<file path="config.mk">
export PLATFORM = sky130hd
export DESIGN_NAME = drive_pair_responder
export DESIGN_NICKNAME = d
export VERILOG_FILES = /design/src/rtl/drive_pair_pkg.sv /design/src/rtl/drive_pair_regs.sv /design/src/rtl/drive_pair_exec.sv /design/src/rtl/drive_pair_addr.sv /design/src/rtl/drive_pair_responder.sv
export SDC_FILE = /design/constraint.sdc
export NUM_CORES = 1
export LEC_CHECK = 0
export BUFFER_PORTS_ARGS = -buffer_cell sky130_fd_sc_hd__buf_4
export CAP_MARGIN = 20
export CORE_MARGIN = 2
export CORE_UTILIZATION = 40
export DETAILED_ROUTE_END_ITERATION = 7
export GPL_TIMING_DRIVEN = 0
export PLACE_DENSITY = 0.76
export SKIP_CTS_REPAIR_TIMING = 1
export SLEW_MARGIN = 20
export SYNTH_ARGS = -nofsm -noshare
export SYNTH_HDL_FRONTEND = slang
export SYNTH_SLANG_ARGS = --single-unit
</file>
<file path="constraint.sdc">
create_clock -name clk -period 1.8 [get_ports clk]
set_clock_uncertainty 0.05 [all_clocks]
set_input_delay 0.36 -clock clk [delete_from_list [all_inputs] [get_ports clk]]
set_output_delay 0.36 -clock clk [all_outputs]
set_load 0.01 [all_outputs]
</file>
<file path="src/rtl/drive_pair_pkg.sv">
package drive_pair_pkg;
    localparam int DATA_W   = 8;
    localparam int HEAD_W   = 4;
    localparam int DRV_BIT  = 4;
    localparam int SRST_BIT = 2;
    localparam int NIEN_BIT = 1;
    localparam logic [DATA_W-1:0] DIAG_OPC = 8'h90;

    typedef struct packed {
        logic drv;
        logic nien;
        logic srst;
        logic busy_set;
    } ctl_state_t;
endpackage

</file>
<file path="src/rtl/drive_pair_regs.sv">
module drive_pair_regs
    import drive_pair_pkg::*;
(
    input  logic clk,
    input  logic rst_n,
    input  logic wr_head_i,
    input  logic wr_ctrl_i,
    input  logic head_drv_i,
    input  logic ctrl_srst_i,
    input  logic ctrl_nien_i,
    output logic drv_o,
    output logic nien_o,
    output logic srst_o,
    output logic busy_set_o
);
    ctl_state_t s_d, s_q;

    always_comb begin
        s_d          = s_q;
        s_d.busy_set = 1'b0;
        if (wr_head_i) begin
            s_d.drv = head_drv_i;
        end
        if (wr_ctrl_i) begin
            s_d.nien     = ctrl_nien_i;
            s_d.srst     = ctrl_srst_i;
            s_d.busy_set = s_q.srst && !ctrl_srst_i;
        end
    end

    always_ff @(posedge clk or negedge rst_n) begin
        if (!rst_n) begin
            s_q <= '0;
        end else begin
            s_q <= s_d;
        end
    end

    assign drv_o      = s_q.drv;
    assign nien_o     = s_q.nien;
    assign srst_o     = s_q.srst;
    assign busy_set_o = s_q.busy_set;

    AST_RELEASE_BUSY: assert property (@(posedge clk) disable iff (!rst_n)
        $fell(srst_o) |-> busy_set_o);
    AST_BUSY_ONE_CYCLE: assert property (@(posedge clk) disable iff (!rst_n)
        busy_set_o |=> !busy_set_o);
    AST_BUSY_AFTER_HOLD: assert property (@(posedge clk) disable iff (!rst_n)
        busy_set_o |-> $past(srst_o) && !srst_o);
endmodule

</file>
<file path="src/rtl/drive_pair_exec.sv">
module drive_pair_exec
    import drive_pair_pkg::*;
#(
    parameter int W = DATA_W,
    parameter logic [W-1:0] DIAG = DIAG_OPC
)(
    input  logic         clk,
    input  logic         rst_n,
    input  logic         wr_cmd_i,
    input  logic [W-1:0] data_i,
    input  logic         drv_i,
    input  logic         strap_i,
    input  logic         srst_i,
    output logic         exec_o,
    output logic         diag_o,
    output logic [W-1:0] opcode_o
);
    typedef struct packed {
        logic         exec;
        logic         diag;
        logic [W-1:0] opcode;
    } exe_state_t;

    exe_state_t s_d, s_q;
    logic sel, is_diag, run;

    always_comb begin
        sel     = (drv_i == strap_i);
        is_diag = (data_i == DIAG);
        run     = wr_cmd_i && !srst_i && (sel || (is_diag && !drv_i));
        s_d      = s_q;
        s_d.exec = run;
        s_d.diag = run && is_diag;
        if (run) begin
            s_d.opcode = data_i;
        end
    end

    always_ff @(posedge clk or negedge rst_n) begin
        if (!rst_n) begin
            s_q <= '0;
        end else begin
            s_q <= s_d;
        end
    end

    assign exec_o   = s_q.exec;
    assign diag_o   = s_q.diag;
    assign opcode_o = s_q.opcode;

    AST_EXEC_NEEDS_CMD: assert property (@(posedge clk) disable iff (!rst_n)
        exec_o |-> $past(wr_cmd_i));
    AST_NO_EXEC_IN_HOLD: assert property (@(posedge clk) disable iff (!rst_n)
        exec_o |-> !$past(srst_i));
    AST_DIAG_WITH_EXEC: assert property (@(posedge clk) disable iff (!rst_n)
        diag_o |-> exec_o && (opcode_o == DIAG));
endmodule

</file>
<file path="src/rtl/drive_pair_addr.sv">
module drive_pair_addr #(
    parameter int HW = 4
)(
    input  logic [HW-1:0] head_i,
    input  logic          wbusy_i,
    input  logic          sel_i,
    input  logic          strap_i,
    input  logic          srst_i,
    output logic [HW+2:0] addr_o
);
    logic live;

    always_comb begin
        live   = sel_i && !srst_i;
        addr_o = {!wbusy_i, ~head_i, !(live && strap_i), !(live && !strap_i)};
    end
endmodule

</file>
<file path="src/rtl/drive_pair_responder.sv">
module drive_pair_responder
    import drive_pair_pkg::*;
(
    input  logic              clk,
    input  logic              rst_n,
    input  logic              strap_unit_i,
    input  logic              wr_head_i,
    input  logic              wr_ctrl_i,
    input  logic              wr_cmd_i,
    input  logic [DATA_W-1:0] wr_data_i,
    input  logic [HEAD_W-1:0] head_cur_i,
    input  logic              write_busy_i,
    output logic              exec_o,
    output logic              diag_o,
    output logic [DATA_W-1:0] opcode_o,
    output logic              srst_hold_o,
    output logic              busy_set_o,
    output logic              drive_en_o,
    output logic              irq_en_o,
    output logic [HEAD_W+2:0] addr_byte_o
);
    logic drv_q, nien_q, srst_q, sel;

    drive_pair_regs regs_i (
        .clk        (clk),
        .rst_n      (rst_n),
        .wr_head_i  (wr_head_i),
        .wr_ctrl_i  (wr_ctrl_i),
        .head_drv_i (wr_data_i[DRV_BIT]),
        .ctrl_srst_i(wr_data_i[SRST_BIT]),
        .ctrl_nien_i(wr_data_i[NIEN_BIT]),
        .drv_o      (drv_q),
        .nien_o     (nien_q),
        .srst_o     (srst_q),
        .busy_set_o (busy_set_o)
    );

    drive_pair_exec #(.W(DATA_W), .DIAG(DIAG_OPC)) exec_i (
        .clk     (clk),
        .rst_n   (rst_n),
        .wr_cmd_i(wr_cmd_i),
        .data_i  (wr_data_i),
        .drv_i   (drv_q),
        .strap_i (strap_unit_i),
        .srst_i  (srst_q),
        .exec_o  (exec_o),
        .diag_o  (diag_o),
        .opcode_o(opcode_o)
    );

    assign sel         = (drv_q == strap_unit_i);
    assign srst_hold_o = srst_q;
    assign drive_en_o  = sel && !srst_q;
    assign irq_en_o    = sel && !nien_q;

    drive_pair_addr #(.HW(HEAD_W)) addr_i (
        .head_i (head_cur_i),
        .wbusy_i(write_busy_i),
        .sel_i  (sel),
        .strap_i(strap_unit_i),
        .srst_i (srst_q),
        .addr_o (addr_byte_o)
    );

    AST_DS_EXCLUSIVE: assert property (@(posedge clk) disable iff (!rst_n)
        $onehot0(~addr_byte_o[1:0]));
    AST_DS_MATCHES_BUS: assert property (@(posedge clk) disable iff (!rst_n)
        (addr_byte_o[1:0] != 2'b11) |-> drive_en_o);
    AST_HOLD_NO_BUS: assert property (@(posedge clk) disable iff (!rst_n)
        srst_hold_o |-> !drive_en_o);
endmodule

</file>
* Yosys cells after proc, flatten, opt, wreduce, memory -nomap -nowiden
Cells that the tools add are included.
** Storage, ports and cells
- Register bits after elaboration :: 14
- Latch bits :: 0
- RAM bits :: 0
- Memory bits (read-only) :: 0
- Memories :: 0
** Cells by class
- Add/subtract/negate cells :: 0
- $mul :: 0
- Divide/modulo/power cells :: 0
- Magnitude comparators :: 0
- Eq/ne operators :: 2
- Shifts and indexed selects :: 0
- Muxes and demuxes :: 1
- Bitwise gates (word level) :: 1
- Reduce and logical (&&, ||, !) cells :: 18
** Operator list (count)
- 1-bit logical AND :: 9
- 8-bit == test (second input constant) :: 1
- 1-bit logical NOT :: 8
- 4-bit inverter :: 1
- 1-bit == test :: 1
- 1-bit logical OR :: 1
- 1-bit two-way mux :: 1

* Longest topological paths before layout
- Depth in word-level cells :: 5
- Gate-level depth with buffers :: 4

* Cells and area by module
A second synthesis with hierarchy kept.
** Second synthesis, totals
- Cells, all modules :: 62
- Area total of the unflattened synthesis :: 656.9 µm²
** By module, submodules not included
- drive_pair_exec :: times used 1, cells each 43, area an instance 457.9 µm², sequential area each 250.2 µm²
- drive_pair_regs :: times used 1, cells each 8, area an instance 143.9 µm², sequential area each 100.1 µm²
- drive_pair_addr :: times used 1, cells each 7, area an instance 35.0 µm², sequential area each 0.0 µm²
- drive_pair_responder :: times used 1, cells each 4, area an instance 20.0 µm², sequential area each 0.0 µm²

* Worst setup path before layout
No wires, ideal clock.
- Path kind :: input to register
- Start point :: in wr_data_i[1]
- End point :: reg exec_i.s_q, in the netlist exec_i.opcode_o[4]
- Library setup time :: 125 ps
- Data arrival time :: 1307 ps
- Data required time :: 1625 ps
- Slack :: 318 ps
- Stages :: 4
- Cell sequence :: nor4b_2 o2111a_2 nand2b_4 mux2_4
** Between the ends
- Cells in the longest elaborated chain, start to end :: 4
** RTL lines
- from (decl) :: line drive_pair_responder.sv:10 : input logic [DATA_W-1:0] wr_data_i,
- 8-bit == test :: line drive_pair_exec.sv:29 : is_diag = (data_i == DIAG);
- 1-bit logical AND :: line drive_pair_exec.sv:30 : run = wr_cmd_i && !srst_i && (sel || (is_diag && !drv_i));
- 1-bit logical OR :: line drive_pair_exec.sv:30
- 1-bit logical AND :: line drive_pair_exec.sv:30
- named net exec_i.run :: line drive_pair_exec.sv:25 : logic sel, is_diag, run;
- to (signal assigned) :: line drive_pair_exec.sv:41 : s_q <= '0;
- to (signal assigned) :: line drive_pair_exec.sv:43 : s_q <= s_d;
- to (decl) :: line drive_pair_exec.sv:24 : exe_state_t s_d, s_q;
The timed path passes the listed nets, and every way through them passes these cells.
A chain may end at the register's enable or synchronous reset.

* Worst setup path after layout
- Start point :: reg regs_i.s_q, in the netlist regs_i.srst_o
- End point :: out addr_byte_o[0]
** Between the ends
- Cells in the longest elaborated chain, start to end :: 4
** RTL lines
- from (decl) :: line drive_pair_regs.sv:16 : ctl_state_t s_d, s_q;
- from (signal assigned) :: line drive_pair_regs.sv:33 : s_q <= '0;
- from (signal assigned) :: line drive_pair_regs.sv:35 : s_q <= s_d;
- 1-bit logical NOT :: line drive_pair_addr.sv:14 : live = sel_i && !srst_i;
- 1-bit logical AND :: line drive_pair_addr.sv:14
- 1-bit logical AND :: line drive_pair_addr.sv:15 : addr_o = {!wbusy_i, ~head_i, !(live && strap_i), !(live && !strap_i)};
- 1-bit logical NOT :: line drive_pair_addr.sv:15
- to (decl) :: line drive_pair_responder.sv:20 : output logic [HEAD_W+2:0] addr_byte_o
No other way between the ends.

==> metrics <==
largest net degree at the start of global routing=15; Starting Density=42.5%; footprint of the multi-input gates=between 200 and 300 sq um; Worst Path Max Fanout=4; Site Rows=14; fillers=roughly 120; GR Util All Layers=17.1%; register area share after synthesis=55.3%; Mapped Area=633 sq um; DR iter-0 viols=3; Post-Route WL=approximately 1600 microns; WP data arrival=between 1 and 1.5 ns; Net Switching=265 uW; first-pass GRT wire length=roughly 2300 microns; IO Port Bufs=39; Clk Tree Root Cell=clkbuf_4; Logic pwr share=between 30 and 40%; vias per inst=5.04; initial antenna violation count=0; Post-Place Cells=around 110; Final min period=1.74 ns; Worst EP required=1.39 ns; FF+latch count, synth=14; DP HPWL=roughly 1200 microns; Worst Setup End Kind=primary output; Vias=600; TritonCTS clock tree=yes; flip-flop and latch area=352 sq um; fraction of layout cells with a size suffix above 1=55.3%; grt ovf=0; Antenna Nets Post-Route=0; Leakage=between 0.5 and 0.6 nW; Die Y=between 40 and 50 microns; relative slew slack=71.6%; CTS max path bufs=2; Post-Synthesis Cells=57; nets=123; Avg Cell Area, Syn=11.1 sq um; reg2reg setup slack=0.14 ns; die area=1920 sq um; Switching Share=~29%; Final GP Congestion=approximately 0.77; area of the core=about 1500 sq um; Clock power frac=about a quarter; drt drc=0; PD cells=922 nW/um^2; Area Growth Syn to Fin=59.3%; H-tree depth=1; Max Cap Viol=0; final setup violation count=0; vias in the first global route=517; ANT cells=0; clock-pin transition on the worst setup and hold timing paths=approximately 0.090 ns; Max Slew Vio Count=0; total CTS buffers=3; drt pass-1 iters=4; post-synth net total=76; Startpoint Class=flop; unique cell type count in the Yosys netlist=15; Final Hold Fails=0; unrepaired setup endpoints after global routing=no; drt wl/cell=roughly 13 microns; fmax=~0.57 GHz; Slew @ Worst Pin=0.425 ns; Pint=664 uW; final std cells w/o fill=119; CTS Sinks=14; # IOs=40; Worst Setup Path Type=reg -> out; HP Class=in -> reg; TNS Setup=0 ns; status=completed; Max VDD drop=between 0.6 and 0.7 mV; Clock Latency Late Sink=0.29 ns; Final Cycle Share=96.8%; register share of total power=44.2%; Ys Warns=0; DIE WIDTH=43.8 microns
[cell type report]
cell class | count | area share (%)
Inverter | 6 | 2.23
Timing Repair Buffer | 42 | 31.5
Multi-Input combinational cell | 37 | 25.8
Tap cell | 16 | 1.99
Sequential cell | 14 | 34.9
Clock buffer | 4 | 3.60
[critical path: stages, from the launching register on]
cell     delay (ns)
dfrtp_2        0.42
or3_2          0.47
buf_4          0.15
[stage by stage]
step / setup slack [ns] / cell area [sq um] / hold WS, ns / total power [mW] / utilization, %
after global placement: 0.0988 / 946 / 0.164 / 0.690 / 63.5
after detailed placement: 0.0603 / 946 / 0.170 / 0.699 / 63.5
after floorplan: 0.318 / 633 / 0.0144 / 0.529 / -
after global routing: 0.00383 / 1010 / 0.223 / 0.982 / 67.7
after CTS: 0.0215 / 982 / -0.146 / 0.929 / 66.0
final: 0.0583 / 1010 / 0.214 / 0.930 / 67.7
[state kept, by name (all words and copies together), names as in the netlist]
name / count
exec_i.opcode_o: 8
exec_i.diag_o: 1
exec_i.exec_o: 1
regs_i.busy_set_o: 1
regs_i.drv_o: 1
regs_i.nien_o: 1
regs_i.srst_o: 1
[placed cells by master (no fill, tap or decap), drive strengths merged]
| master | count |
|---|---|
| nor2b | 2 |
| o21ai | 7 |
| nand2b | 1 |
| nand2 | 14 |
| and3b | 1 |
| clkbuf | 4 |
| inv | 6 |
| or3 | 1 |
| buf | 41 |
| xor2 | 1 |
| o2111a | 1 |
| or2b | 1 |
| dfrtp | 14 |
| mux2 | 4 |
| dlygate4sd3 | 1 |
| nor2 | 2 |
| nor4b | 2 |
[metal layers]
layer | part of all wire [%] | vias up | global-route usage, %
met4 | 2.1 | 0 | 9.09
li1 | - | 278 | -
met2 | 51 | 30 | 28.5
met1 | 39 | 287 | 19.2
met3 | 8.4 | 5 | 5.42
met5 | 0 | - | 0
[power groups by stage]
stage               clock network, mW  registers (mW)  logic [mW]
global route                    0.253           0.420       0.310
global placement                    0           0.415       0.276
CTS                             0.235           0.412       0.282
detailed placement                  0           0.417       0.282
floorplan                           0           0.439      0.0894
finish                          0.231           0.411       0.288
[cell families after synthesis]
kind of cell              share of synthesized area, %
xor gates and xnor gates                          2.57
buffers and inverters                             3.56
DFF                                               55.3
muxes                                             8.30
and+or+nand+nor                                   22.7
AOI/OAI and AO/OA                                 7.51
[synth_stat cells]
cell type	instances	area, sq um
nand2_1	14	52.6
o21ai_0	7	35.0
nor2_1	2	7.51
nand2b_4	1	13.8
and3b_1	1	8.76
or2b_4	1	11.3
xor2_2	1	16.3
mux2_2	2	22.5
or3_2	1	7.51
mux2_4	2	30.0
inv_1	6	22.5
dfrtp_1	14	350
o2111a_2	1	12.5
nor4b_2	2	30.0
nor2b_1	2	12.5
[worst paths after layout]
| check | startpoint | end | cells past startpoint |
|---|---|---|---|
| max reg2reg | regs_i.srst_o | exec_i.opcode_o[4] | 5 |
| max | regs_i.srst_o | addr_byte_o[0] | 2 |
| min | wr_head_i | regs_i.drv_o | 2 |
| max in group asynchronous | rst_n | regs_i.srst_o | 2 |
| min reg2reg | exec_i.opcode_o[5] | exec_i.opcode_o[5] | 2 |
| min in group asynchronous | rst_n | regs_i.nien_o | 2 |
No activity file was read; power rests on OpenSTA's default activity.
